--- src/rtl/bpto_pkg.sv ---
package bpto_pkg;

  typedef enum logic [1:0] {
    ST_IDLE  = 2'd0,
    ST_RUN   = 2'd1,
    ST_SPENT = 2'd2
  } bpto_state_e;

  // A countdown value of zero or one ends on the next tick.
  function automatic logic is_final(input logic [31:0] v);
    return (v <= 32'd1);
  endfunction

  // Number of clock edges from arming to the expiring edge.
  function automatic int unsigned edges_to_expiry(input int unsigned cnt,
                                                  input int unsigned pre);
    int unsigned n;
    n = (cnt == 0) ? 1 : cnt;
    return n * (pre + 1);
  endfunction

endpackage

--- src/rtl/bpto_prescaler.sv ---
module bpto_prescaler #(
  parameter int PRE_W = 12
) (
  input  logic             clk,
  input  logic             rst_n,
  input  logic             clear,
  input  logic             run,
  input  logic [PRE_W-1:0] limit,
  output logic             tick
);
  logic [PRE_W-1:0] phase_q;

  assign tick = run && (phase_q == limit);

  always_ff @(posedge clk) begin
    if (!rst_n || clear) begin
      phase_q <= '0;
    end else if (run) begin
      phase_q <= tick ? '0 : phase_q + 1'b1;
    end
  end

  // with a divider above one, ticks never come back to back
  p_tick_spacing_r3: assert property (@(posedge clk) disable iff (!rst_n)
    (tick && limit != '0 && !clear) |=> !tick);

endmodule

--- src/rtl/bpto_downcount.sv ---
module bpto_downcount #(
  parameter int CNT_W = 12
) (
  input  logic             clk,
  input  logic             rst_n,
  input  logic             load,
  input  logic [CNT_W-1:0] load_val,
  input  logic             dec,
  output logic             last
);
  import bpto_pkg::*;

  logic [CNT_W-1:0] remain_q;

  assign last = is_final(32'(remain_q));

  always_ff @(posedge clk) begin
    if (!rst_n) begin
      remain_q <= '0;
    end else if (load) begin
      remain_q <= load_val;
    end else if (dec && !last) begin
      remain_q <= remain_q - 1'b1;
    end
  end

endmodule

--- src/rtl/bpto_timer.sv ---
module bpto_timer #(
  parameter int CNT_W = 12,
  parameter int PRE_W = 12
) (
  input  logic             clk,
  input  logic             rst_n,
  input  logic             enable,
  input  logic [CNT_W-1:0] count_val,
  input  logic [PRE_W-1:0] prescale,
  input  logic             work_pending,
  input  logic             sink_ready,
  output logic             timer_active,
  output logic             timeout_evt
);
  import bpto_pkg::*;

  bpto_state_e      state_q, state_d;
  logic [PRE_W-1:0] pre_q;
  logic             arm_cond;
  logic             start_w;
  logic             run_w;
  logic             tick_w;
  logic             last_w;
  logic             expire_w;
  logic             evt_q;

  // Stall seen: enabled, work outstanding, sink refusing data.
  assign arm_cond = enable && work_pending && !sink_ready;
  assign start_w  = (state_q == ST_IDLE) && arm_cond;
  assign run_w    = (state_q == ST_RUN) && arm_cond;
  assign expire_w = tick_w && last_w;

  bpto_prescaler #(.PRE_W(PRE_W)) u_pre (
    .clk   (clk),
    .rst_n (rst_n),
    .clear (start_w),
    .run   (run_w),
    .limit (pre_q),
    .tick  (tick_w)
  );

  bpto_downcount #(.CNT_W(CNT_W)) u_cnt (
    .clk      (clk),
    .rst_n    (rst_n),
    .load     (start_w),
    .load_val (count_val),
    .dec      (tick_w),
    .last     (last_w)
  );

  always_comb begin
    state_d = state_q;
    unique case (state_q)
      ST_IDLE:  if (arm_cond) state_d = ST_RUN;
      ST_RUN: begin
        if (!arm_cond)     state_d = ST_IDLE;
        else if (expire_w) state_d = ST_SPENT;
      end
      ST_SPENT: if (!arm_cond) state_d = ST_IDLE;
      default:  state_d = ST_IDLE;
    endcase
  end

  always_ff @(posedge clk) begin
    if (!rst_n) begin
      state_q <= ST_IDLE;
      pre_q   <= '0;
      evt_q   <= 1'b0;
    end else begin
      state_q <= state_d;
      evt_q   <= expire_w;
      if (start_w) pre_q <= prescale;
    end
  end

  assign timer_active = (state_q == ST_RUN);
  assign timeout_evt  = evt_q;

  // no running countdown after an edge without a stall
  p_idle_unarmed_r2: assert property (@(posedge clk) disable iff (!rst_n)
    !arm_cond |=> !timer_active);
  // an event needs the enable at the expiring edge
  p_evt_enabled_r7: assert property (@(posedge clk) disable iff (!rst_n)
    timeout_evt |-> $past(enable));
  // single-cycle pulse
  p_evt_pulse_r9: assert property (@(posedge clk) disable iff (!rst_n)
    timeout_evt |=> !timeout_evt);
  // after expiry the timer is not running
  p_oneshot_r5: assert property (@(posedge clk) disable iff (!rst_n)
    timeout_evt |-> !timer_active);
  // progress at an edge never yields an event
  p_progress_quiet_r6: assert property (@(posedge clk) disable iff (!rst_n)
    sink_ready |=> !timeout_evt);

endmodule

--- config.mk ---
export PLATFORM = sky130hd
export DESIGN_NAME = bpto_timer
export DESIGN_NICKNAME = d
export VERILOG_FILES = /design/src/rtl/bpto_pkg.sv /design/src/rtl/bpto_prescaler.sv /design/src/rtl/bpto_downcount.sv /design/src/rtl/bpto_timer.sv
export SDC_FILE = /design/constraint.sdc
export NUM_CORES = 1
export LEC_CHECK = 0
export BUFFER_PORTS_ARGS = -buffer_cell sky130_fd_sc_hd__buf_2
export CORE_AREA = 2 2 92 94
export CTS_BUF_LIST = sky130_fd_sc_hd__clkbuf_8
export CTS_CLUSTER_DIAMETER = 80
export CTS_CLUSTER_SIZE = 10
export DETAILED_ROUTE_END_ITERATION = 8
export DIE_AREA = 0 0 94 96
export GPL_TIMING_DRIVEN = 0
export PLACE_DENSITY = 0.46
export SYNTH_ARGS = -nofsm -noshare
export SYNTH_HDL_FRONTEND = slang
export SYNTH_HIERARCHICAL = 1
export SYNTH_SLANG_ARGS = --single-unit
--- constraint.sdc ---
create_clock -name clk -period 3.54 [get_ports clk]
set_input_delay 0 -clock clk [delete_from_list [all_inputs] [get_ports clk]]
set_output_delay 0 -clock clk [all_outputs]
set_load 0.02 [all_outputs]
==> results of run 1 <==
==> layout make-up <==
type	instances	area share
clock buffer	5	0.0246
tap	105	0.0469
buffer	12	0.0357
sequential	39	0.279
timing repair buffer	55	0.143
inverter	8	0.0107
multi-input combinational	173	0.435
clock inverter	3	0.0254
==> per-stage QoR <==
stage	cells	power [mW]	setup slack, ps	instance area, um2	hold slack [ps]
2_1_floorplan	232	0.550	875	2130	138
3_3_place_gp	367	0.585	600	2410	249
3_5_place_dp	367	0.586	595	2410	252
4_1_cts	400	1.08	593	2800	5.89
5_1_grt	400	1.12	359	2800	21.8
6_report	400	1.07	653	2800	7.59
==> worst paths after layout <==
kind / start / endpoint / cells past startpoint
min: count_val[11] / u_cnt/remain_q[11] / 3
max reg2reg: state_q[0] / u_cnt/remain_q[7] / 10
min reg2reg: pre_q[3] / pre_q[3] / 2
max: state_q[0] / u_cnt/remain_q[7] / 10
==> cells in the mapped netlist, drive strengths merged (2+ instances only) <==
cell	count
clkbuf	4
nand2	32
mux2i	12
a31oi	7
nor4	5
a21oi	3
nand2b	3
nand4	8
or4	6
xor2	4
nor2	3
nand3	6
o21ai	12
and2b	2
ha	3
o221a	2
inv	8
a21o	2
nor3	18
o31ai	3
and3	2
or3	2
xnor2	20
dfxtp	39
or3b	3
buf	8
==> metal layers <==
layer | wire, um | up-vias | GRT usage
met2 | 2200 | 26 | 0.188
met4 | 62 | 0 | 0.0362
li1 | - | 955 | -
met1 | 2470 | 850 | 0.152
met5 | 0 | - | 0
met3 | 133 | 4 | 0.0305
==> timing repair <==
action	4_1_cts	5_1_grt
buffers inserted	0	0
hold buffers	25	0
hold endpoints to repair	22	0
==> state kept, by name, indices dropped and copies added (netlist names) <==
| signal | flops |
|---|---|
| pre_q | 12 |
| u_cnt/remain_q | 12 |
| u_pre/phase_q | 12 |
| state_q | 2 |
| timeout_evt | 1 |
==> cells in the final DEF (no fill, tap or decap), drive strengths merged, types with 6 or more instances in the layout <==
cell type    Yosys  layout
a31oi            7       7
buf              8      38
clkbuf           4       9
dfxtp           39      39
dlygate4sd3      0      25
inv              8       9
mux2i           12      12
nand2           32      32
nand3            6       6
nand4            8       8
nor3            18      18
o21ai           12      12
or4              6       6
xnor2           20      20
==> worst max-delay path: cells and delay by family, from the launching register on <==
kind                      cells  cell delay, ps
DFF                           1             420
AOI/OAI and AO/OA             2             560
and+or+nand+nor               5            1200
buffers and inverters         2             430
xor gates and xnor gates      1             170
==> report_power, final <==
part / internal [mW] / switching, mW
sequential: 0.451 / 0.0122
combinational: 0.0695 / 0.0631
clock: 0.286 / 0.183
==> cell families after synthesis <==
group / share of synthesized area
multiplexers: 0.0564
AND/OR/NAND/NOR: 0.270
XOR/XNOR: 0.0986
adder cells (fa/ha/maj): 0.0176
AO/OA/AOI/OAI: 0.130
buffers and inverters: 0.0611
flip-flops: 0.366
==> impl_metrics.env, run 1 <==
export IMPL_antenna_cells=0
export IMPL_syn_nets=264
export IMPL_cts_resized=0
export IMPL_crit_required_ps=3720
export IMPL_num_io_pins=31
export IMPL_cts_tree="built"
export IMPL_yosys_area_top_type="dfxtp_1"
export IMPL_fin_nets=326
export IMPL_final_max_slew_viol_count=0
export IMPL_totalWireLength_mm=4.86
export IMPL_grt_usage=0.116
export IMPL_cp_start_kind="register"
export IMPL_multi_input_area_mm2=0.00122
export IMPL_fillCellCount=853
export IMPL_dr_pass1_iters=6
export IMPL_cts_root_buf="clkbuf_8"
export IMPL_ir_drop_v=0.000124
export IMPL_htree_levels=2
export IMPL_cp_max_fo=15
export IMPL_post_route_util=0.348
export IMPL_first_global_vias=1725
export IMPL_wire_per_inst_um=12.2
export IMPL_path_clk_slew_ps=90
export IMPL_regArea_um2=781
export IMPL_remaining_drc_errors=0
export IMPL_ys_types=52
export IMPL_cp_slowest_stage_delay_ps=480
export IMPL_setup_tns_ps=0
export IMPL_num_rows=33
export IMPL_clk_latency_ps=300
export IMPL_setup_worst_path_class="reg -> reg"
export IMPL_antenna_found_initial=0
export IMPL_clock_sinks=39
export IMPL_endpoint_kind="register"
export IMPL_synth_warnings=6
export IMPL_drt_initial_drc_count=49
export IMPL_synth_top_area_share=0.366
export IMPL_synth_area_top_cells="dfxtp_1, xnor2_1, mux2i_1"
export IMPL_p_per_area_mw_per_mm2=380
export IMPL_min_path_type="in -> reg"
export IMPL_crit_chain="and2b_1 > and2b_2 > buf_2 > nand2_1 > nor4_4 > buf_6 > or3b_1 > a2111oi_2 > xnor2_1 > a21oi_1"
export IMPL_ys_seq_elements=39
export IMPL_synthesis_instances=232
export IMPL_initial_core_util=0.265
export IMPL_synth_edf_count=0
export IMPL_layout_area_overhead_vs_synth_pct=31.5
export IMPL_ant_nets=0
export IMPL_synth_area_mm2=0.00213
export IMPL_timing_final_crit_period_ps=2890
export IMPL_ys_flop_type="dfxtp_1"
export IMPL_die_w_um=94
export IMPL_gp_congestion=0.744
export IMPL_layout_drive_gt1_share=0.214
export IMPL_port_buffers=30
export IMPL_yosysSeqAreaShare=0.366
export IMPL_grt_max_degree=17
export IMPL_fmax_ghz=0.346
export IMPL_grt_pass1_wl_mm=8.16
export IMPL_cts_buffers=5
export IMPL_maxSlewHeadroom=0.475
export IMPL_finalHoldViolCount=0
export IMPL_crit_arrival_ps=3070
export IMPL_clk_path_buf_depth=2
export IMPL_setup_viol=0
export IMPL_core_mm2=0.00805
export IMPL_viasPerCell=4.59
export IMPL_status="completed"
export IMPL_grt_overflow_total=0
export IMPL_rrSetupSlack_ps=650
export IMPL_finalCritPeriodShare=0.816
export IMPL_async_flop_share=0
export IMPL_die_area_mm2=0.00902
export IMPL_p_leak_nw=1.03
export IMPL_maxCapViolations=0
export IMPL_tightestPinTransition_ps=782
export IMPL_critPathSlowestCell="a2111oi_2"
export IMPL_skew_ps=16.2
export IMPL_dr_total_vias=1835
export IMPL_rsz0062_at_grt="no"
export IMPL_syn_area_per_cell_um2=9.18
export IMPL_dp_hpwl_mm=3.41
export IMPL_die_h_um=96
Note: power is estimated with default switching activity, not from simulation.
==> run 2, diff against run 1 <==
clock period = 2.9 ns   (was 3.54 ns; I/O delays follow)
==> run 2 against run 1 <==
  * Non-clock buffer count increased by 5
  * Cell count increased by 1.3%
  * Sequential share of layout area decreased by 0.53 points
  * Setup slack got worse by 390 ps
  * Utilization increased by 0.73 points
  * Highest routed layer unchanged
  * Design area increased by 2.1%
  * Sequential cell count unchanged
  * Fmax increased by 9.6%
  * First-iteration DRC count increased by 55%
  * Hold slack got worse by 1.5 ps
  * Critical path type unchanged
==> impl_metrics.env, run 2 (synthesis gave the netlist of run 1 again) <==
export IMPL_p_leak_nw=1.06
export IMPL_fin_hold_ws_ps=6.09
export IMPL_drt_initial_drc_count=76
export IMPL_die_h_um=96
export IMPL_maxSlewHeadroom=0.462
export IMPL_remaining_drc_errors=0
export IMPL_cp_slowest_stage_delay_ps=420
export IMPL_grt_pass1_wl_mm=8.18
export IMPL_crit_required_ps=3080
export IMPL_die_area_mm2=0.00902
export IMPL_status="completed"
export IMPL_antenna_cells=0
export IMPL_cp_max_fo=10
export IMPL_dr_pass1_iters=6
export IMPL_cp_start_kind="register"
export IMPL_layout_common_cells="dfxtp_1, nand2_1, buf_2, dlygate4sd3_1, xnor2_1"
export IMPL_rsz0062_at_grt="no"
export IMPL_hold_start="count_val[11]"
export IMPL_skew_ps=15.5
export IMPL_port_buffers=30
export IMPL_highest_layer="met4"
export IMPL_viasPerCell=4.57
export IMPL_core_mm2=0.00805
export IMPL_ir_drop_v=0.000148
export IMPL_initial_core_util=0.265
export IMPL_p_per_area_mw_per_mm2=455
export IMPL_mostFrequentLayoutCell="dfxtp_1"
export IMPL_wl_met2_mm=2.23
export IMPL_dr_total_vias=1850
export IMPL_endpoint_kind="register"
export IMPL_tightestPinTransition_ps=801
export IMPL_num_io_pins=31
export IMPL_ant_nets=0
export IMPL_layout_area_overhead_vs_synth_pct=34.3
export IMPL_reg_top3="pre_q: 12 flops, u_cnt/remain_q: 12 flops, u_pre/phase_q: 12 flops"
export IMPL_place_area_mm2=0.00241
export IMPL_grt_usage=0.117
export IMPL_first_global_vias=1720
export IMPL_dp_hpwl_mm=3.41
export IMPL_crit_chain="and2b_1 > and2b_2 > nand2_1 > nor4_4 > buf_6 > or3b_4 > a2111oi_4 > xnor2_1 > a21oi_1"
export IMPL_crit_buf_inv=1
export IMPL_num_rows=33
export IMPL_wire_per_inst_um=12.1
export IMPL_layout_drive_gt1_share=0.237
export IMPL_critPathSlowestCell="or3b_4"
export IMPL_path_clk_slew_ps=90
export IMPL_route_met3_wl_um=125
export IMPL_clk_path_buf_depth=2
export IMPL_finalCritPeriodShare=0.908
export IMPL_htree_levels=2
export IMPL_final_area_mm2=0.00286
export IMPL_rr_startpoint="state_q[1]"
export IMPL_die_w_um=94
export IMPL_final_max_slew_viol_count=0
export IMPL_gp_congestion=0.744
export IMPL_crit_arrival_ps=2810
export IMPL_clk_latency_ps=300
export IMPL_fin_nets=331
export IMPL_totalWireLength_mm=4.90
export IMPL_antenna_found_initial=0
export IMPL_fin_cells=405
export IMPL_dpl_cell_count=367
export IMPL_maxCapViolations=0
export IMPL_cts_buffers=5
export IMPL_timing_final_crit_period_ps=2630
export IMPL_clock_sinks=39
export IMPL_setup_tns_ps=0
export IMPL_cts_tree="built"
export IMPL_met1Wirelength_mm=2.48
export IMPL_grt_overflow_total=0
export IMPL_crit_family="simple AND/OR/NAND/NOR gates"
export IMPL_setup_viol=0
export IMPL_finalHoldViolCount=0
export IMPL_fmax_ghz=0.380
export IMPL_worstSetupStartpoint="state_q[1]"
export IMPL_grt_max_degree=17
export IMPL_cts_root_buf="clkbuf_8"
export IMPL_setup_worst_path_class="reg -> reg"
export IMPL_min_path_type="in -> reg"
run 2: cell types whose count changed in the layout (fill, tap and decap cells not counted), sizes merged:
cell,delta
buf,+5
run 2: repair_timing:
item                                   in CTS  in global routing
hold buffers                               25                  0
endpoints found under the hold margin      22                  0
gates resized for setup                     1                  3
pin swaps                                   0                  1
setup buffers                               0                  6
setup endpoints to repair                   2                  6
run 2: cell type report:
cell class	count	area (um2)
clock buffer	5	68.8
buffer	11	95.1
multi-input combinational	173	1240
tap	105	131
timing repair buffer	61	445
inverter	8	30.0
sequential	39	782
clock inverter	3	71.3
fill	856	5190
run 2: final timing paths:
path / end / slack (ps) / cells past startpoint
setup / recovery: u_cnt/remain_q[7] / 270 / 9
hold / removal: u_cnt/remain_q[11] / 6 / 3
setup reg to reg: u_cnt/remain_q[7] / 270 / 9
hold reg to reg: pre_q[3] / 480 / 2
run 2: where the power goes:
part	internal [mW]	total, mW	switching (mW)	leakage [nW]
clock	0.350	0.572	0.223	0.0703
combinational	0.0856	0.165	0.0795	0.677
sequential	0.550	0.566	0.0154	0.317
total	0.985	1.30	0.318	1.06
run 2: worst reg2reg max path: cells and delay by family, from the launching register on:
kind | cells | cell delay (ps)
AND/OR/NAND/NOR | 5 | 1360
AO/OA/AOI/OAI | 2 | 460
flip-flops | 1 | 360
buffers and inverters | 1 | 170
XOR/XNOR | 1 | 160
run 2: metal layers:
metal / track usage / up-vias
met2: 0.187 / 24
met3: 0.0305 / 4
met4: 0.0362 / 0
met1: 0.154 / 857
li1: - / 965
met5: 0 / -
run 2: metrics by stage:
stage	total power, mW	util	worst slack (ps)
2_1_floorplan	0.671	-	235
3_3_place_gp	0.714	0.300	-39.9
3_5_place_dp	0.715	0.300	-44.7
4_1_cts	1.32	0.350	19.6
5_1_grt	1.37	0.355	23.2
6_report	1.30	0.355	266
==> run 3, diff against run 2 <==
ABC_AREA = 1   (was unset)
CORE_AREA = 2 2 99 101   (was 2 2 92 94)
DIE_AREA = 0 0 101 103   (was 0 0 94 96)
==> run 3 against run 2 <==
  * Highest routed layer unchanged
  * Hold slack better by 16 ps
  * Routed wire length up 21%
  * Critical path type unchanged
  * Setup slack better by 330 ps
  * Sequential share of layout area down 0.21 points
  * Combinational power up 36%
  * Utilization down 5.1 points
  * Fmax up 15%
  * Non-clock buffer count down 33
  * Via count up 30%
  * Clock power down 4.9%
  * Clock-buffer cell count unchanged
==> impl_metrics.env, run 3 <==
export IMPL_ir_drop_v=0.000282
export IMPL_comb_power_share=0.168
export IMPL_wire_per_inst_um=10.7
export IMPL_min_path_type="in -> reg"
export IMPL_finalHoldViolCount=0
export IMPL_rsz0062_at_grt="no"
export IMPL_ys_types=29
export IMPL_postCtsSetupBuffers=0
export IMPL_timing_final_crit_period_ps=2300
export IMPL_syn_area_per_cell_um2=6.09
export IMPL_p_leak_nw=1.36
export IMPL_drt_initial_drc_count=80
export IMPL_synthesis_instances=403
export IMPL_synth_top_family_by_area="simple AND/OR/NAND/NOR gates"
export IMPL_dr_total_vias=2411
export IMPL_layout_setup_ws_ps=600
export IMPL_fillCellCount=1084
export IMPL_cts_root_buf="clkbuf_8"
export IMPL_met1Wirelength_mm=2.77
export IMPL_ys_seq_elements=39
export IMPL_cp_max_fo=10
export IMPL_crit_required_ps=3120
export IMPL_grt_max_degree=14
export IMPL_skew_ps=9.57
export IMPL_synth_area_top_cells="dfxtp_1, nand2_1, nor2_1"
export IMPL_pre_cts_slack_ps=605
export IMPL_cts_resized=0
export IMPL_grt_pass1_wl_mm=10.3
export IMPL_layout_area_overhead_vs_synth_pct=17.3
export IMPL_syn_nets=435
export IMPL_core_mm2=0.00946
export IMPL_p_clk_frac=0.406
export IMPL_synth_warnings=6
export IMPL_cp_start_kind="register"
export IMPL_rrSetupSlack_ps=600
export IMPL_hold_buffers=0
export IMPL_fin_nets=472
export IMPL_layout_drive_gt1_share=0.141
export IMPL_synth_top_area_share=0.318
export IMPL_maxSlewHeadroom=0.685
export IMPL_fmax_ghz=0.435
export IMPL_synth_edf_count=0
export IMPL_viasPerCell=4.34
export IMPL_yosys_area_top_type="dfxtp_1"
export IMPL_yosysSeqAreaShare=0.318
export IMPL_first_global_vias=2283
export IMPL_wl_met2_mm=2.94
export IMPL_path_clk_slew_ps=90
export IMPL_synth_compound_area_frac=0.0520
export IMPL_async_flop_share=0
export IMPL_mostFrequentLayoutCell="nand2_1"
export IMPL_cts_tree="built"
export IMPL_die_w_um=101
export IMPL_maxCapViolations=0
export IMPL_htree_levels=2
export IMPL_yosysMostFrequentCell="nand2_1"
export IMPL_dp_hpwl_mm=4.73
export IMPL_clk_path_buf_depth=2
export IMPL_switching_share=0.265
export IMPL_setup_tns_ps=0
export IMPL_die_h_um=103
export IMPL_synthSimpleGateAreaFrac=0.454
export IMPL_grt_usage=0.123
export IMPL_remaining_drc_errors=0
export IMPL_antenna_cells=0
export IMPL_setup_worst_path_class="reg -> reg"
export IMPL_gp_congestion=0.866
export IMPL_cts_buffers=5
export IMPL_synth_xor_area_frac=0.0393
export IMPL_internal_power_mw=0.984
export IMPL_port_buffers=30
export IMPL_synth_common_cells="nand2_1, nor2_1, inv_1, nand3_1, dfxtp_1"
export IMPL_tightestPinTransition_ps=470
export IMPL_switchingPower_mw=0.354
export IMPL_clock_sinks=39
export IMPL_synth_mux_area_frac=0
export IMPL_ant_nets=0
export IMPL_dr_pass1_iters=5
export IMPL_reg_top3="pre_q: 12 flops, u_cnt/remain_q: 12 flops, u_pre/phase_q: 12 flops"
export IMPL_grt_overflow_total=0
export IMPL_finalCritPeriodShare=0.793
export IMPL_p_per_area_mw_per_mm2=465
export IMPL_final_max_slew_viol_count=0
export IMPL_synth_adder_area_share=0.0153
export IMPL_layout_common_cells="nand2_1, nor2_1, inv_1, nand3_1, dfxtp_1"
export IMPL_antenna_found_initial=0
export IMPL_num_io_pins=31
export IMPL_synth_area_mm2=0.00245
export IMPL_crit_arrival_ps=2520
export IMPL_ys_flop_type="dfxtp_1"
export IMPL_totalWireLength_mm=5.95
export IMPL_highest_layer="met4"
export IMPL_initial_core_util=0.259
export IMPL_num_rows=36
export IMPL_setup_viol=0
export IMPL_clk_latency_ps=290
export IMPL_route_met3_wl_um=209
export IMPL_die_area_mm2=0.0104
export IMPL_p_seq_frac=0.425
export IMPL_status="completed"
export IMPL_endpoint_kind="register"
run 3: cell types whose count changed in the layout (fill, tap and decap cells not counted), sizes merged, moves of 7 or more:
cell / previous run / this run
dlygate4sd3: 25 / 0
a21oi: 3 / 13
mux2i: 12 / 0
nor3: 18 / 6
xnor2: 20 / 2
a31oi: 7 / 0
nor2: 3 / 76
nand3: 6 / 50
inv: 9 / 63
nand2: 32 / 109
run 3: worst paths after layout:
check                    start           endpoint  cells past startpoint
hold reg to reg     state_q[0]         state_q[1]                      1
setup / recovery    state_q[0]  u_cnt/remain_q[9]                     12
hold / removal    prescale[11]          pre_q[11]                      5
setup reg to reg    state_q[0]  u_cnt/remain_q[9]                     12
run 3: cell type report:
class                           instances  area, um2  share of cell area
Inverter                               63        236              0.0821
Multi-Input combinational cell        292       1380               0.478
Clock inverter                          3       63.8              0.0222
Tap cell                              114        143              0.0495
Clock buffer                            5       68.8              0.0239
Buffer                                  9       60.1              0.0209
Timing Repair Buffer                   30        150              0.0522
Sequential cell                        39        781               0.271
run 3: stage by stage:
step	power, mW	hold WS [ps]	cells	utilization	cell area (um2)
floorplan	0.746	121	403	-	2450
global placement	0.808	316	547	0.290	2750
detailed placement	0.810	324	547	0.290	2750
CTS	1.36	16.3	555	0.304	2880
global route	1.42	31.1	555	0.304	2880
finish	1.34	22.5	555	0.304	2880
run 3: power by group through the flow:
stage	combinational [mW]	sequential, mW	clock [mW]
6_report	0.225	0.569	0.544
5_1_grt	0.260	0.572	0.585
4_1_cts	0.229	0.569	0.563
3_5_place_dp	0.228	0.582	0
3_3_place_gp	0.226	0.582	0
2_1_floorplan	0.169	0.577	0
run 3: cell families (layout without fill, tap and decap cells):
group / after synthesis / in the layout
AOI/OAI and AO/OA: 25 / 25
DFF: 39 / 39
adders and majority gates: 3 / 3
and+or+nand+nor: 253 / 253
xor gates and xnor gates: 11 / 11
buffers and inverters: 72 / 110
run 3: critical path, cell delays in order (launching register included):
cell     delay, ps
dfxtp_1        370
inv_2           70
nor3_1         190
buf_2          230
nand2_1         80
nor3_1         190
nand2_1         70
nor2_1         370
nand2_4        180
nand2_4        120
buf_6          140
nand3_1         80
a21oi_1        120
run 3: routing by layer:
metal	vias to the layer above	GRT usage
li1	1324	-
met1	1047	0.155
met2	36	0.222
met3	4	0.0224
met4	0	0.0218
met5	-	0
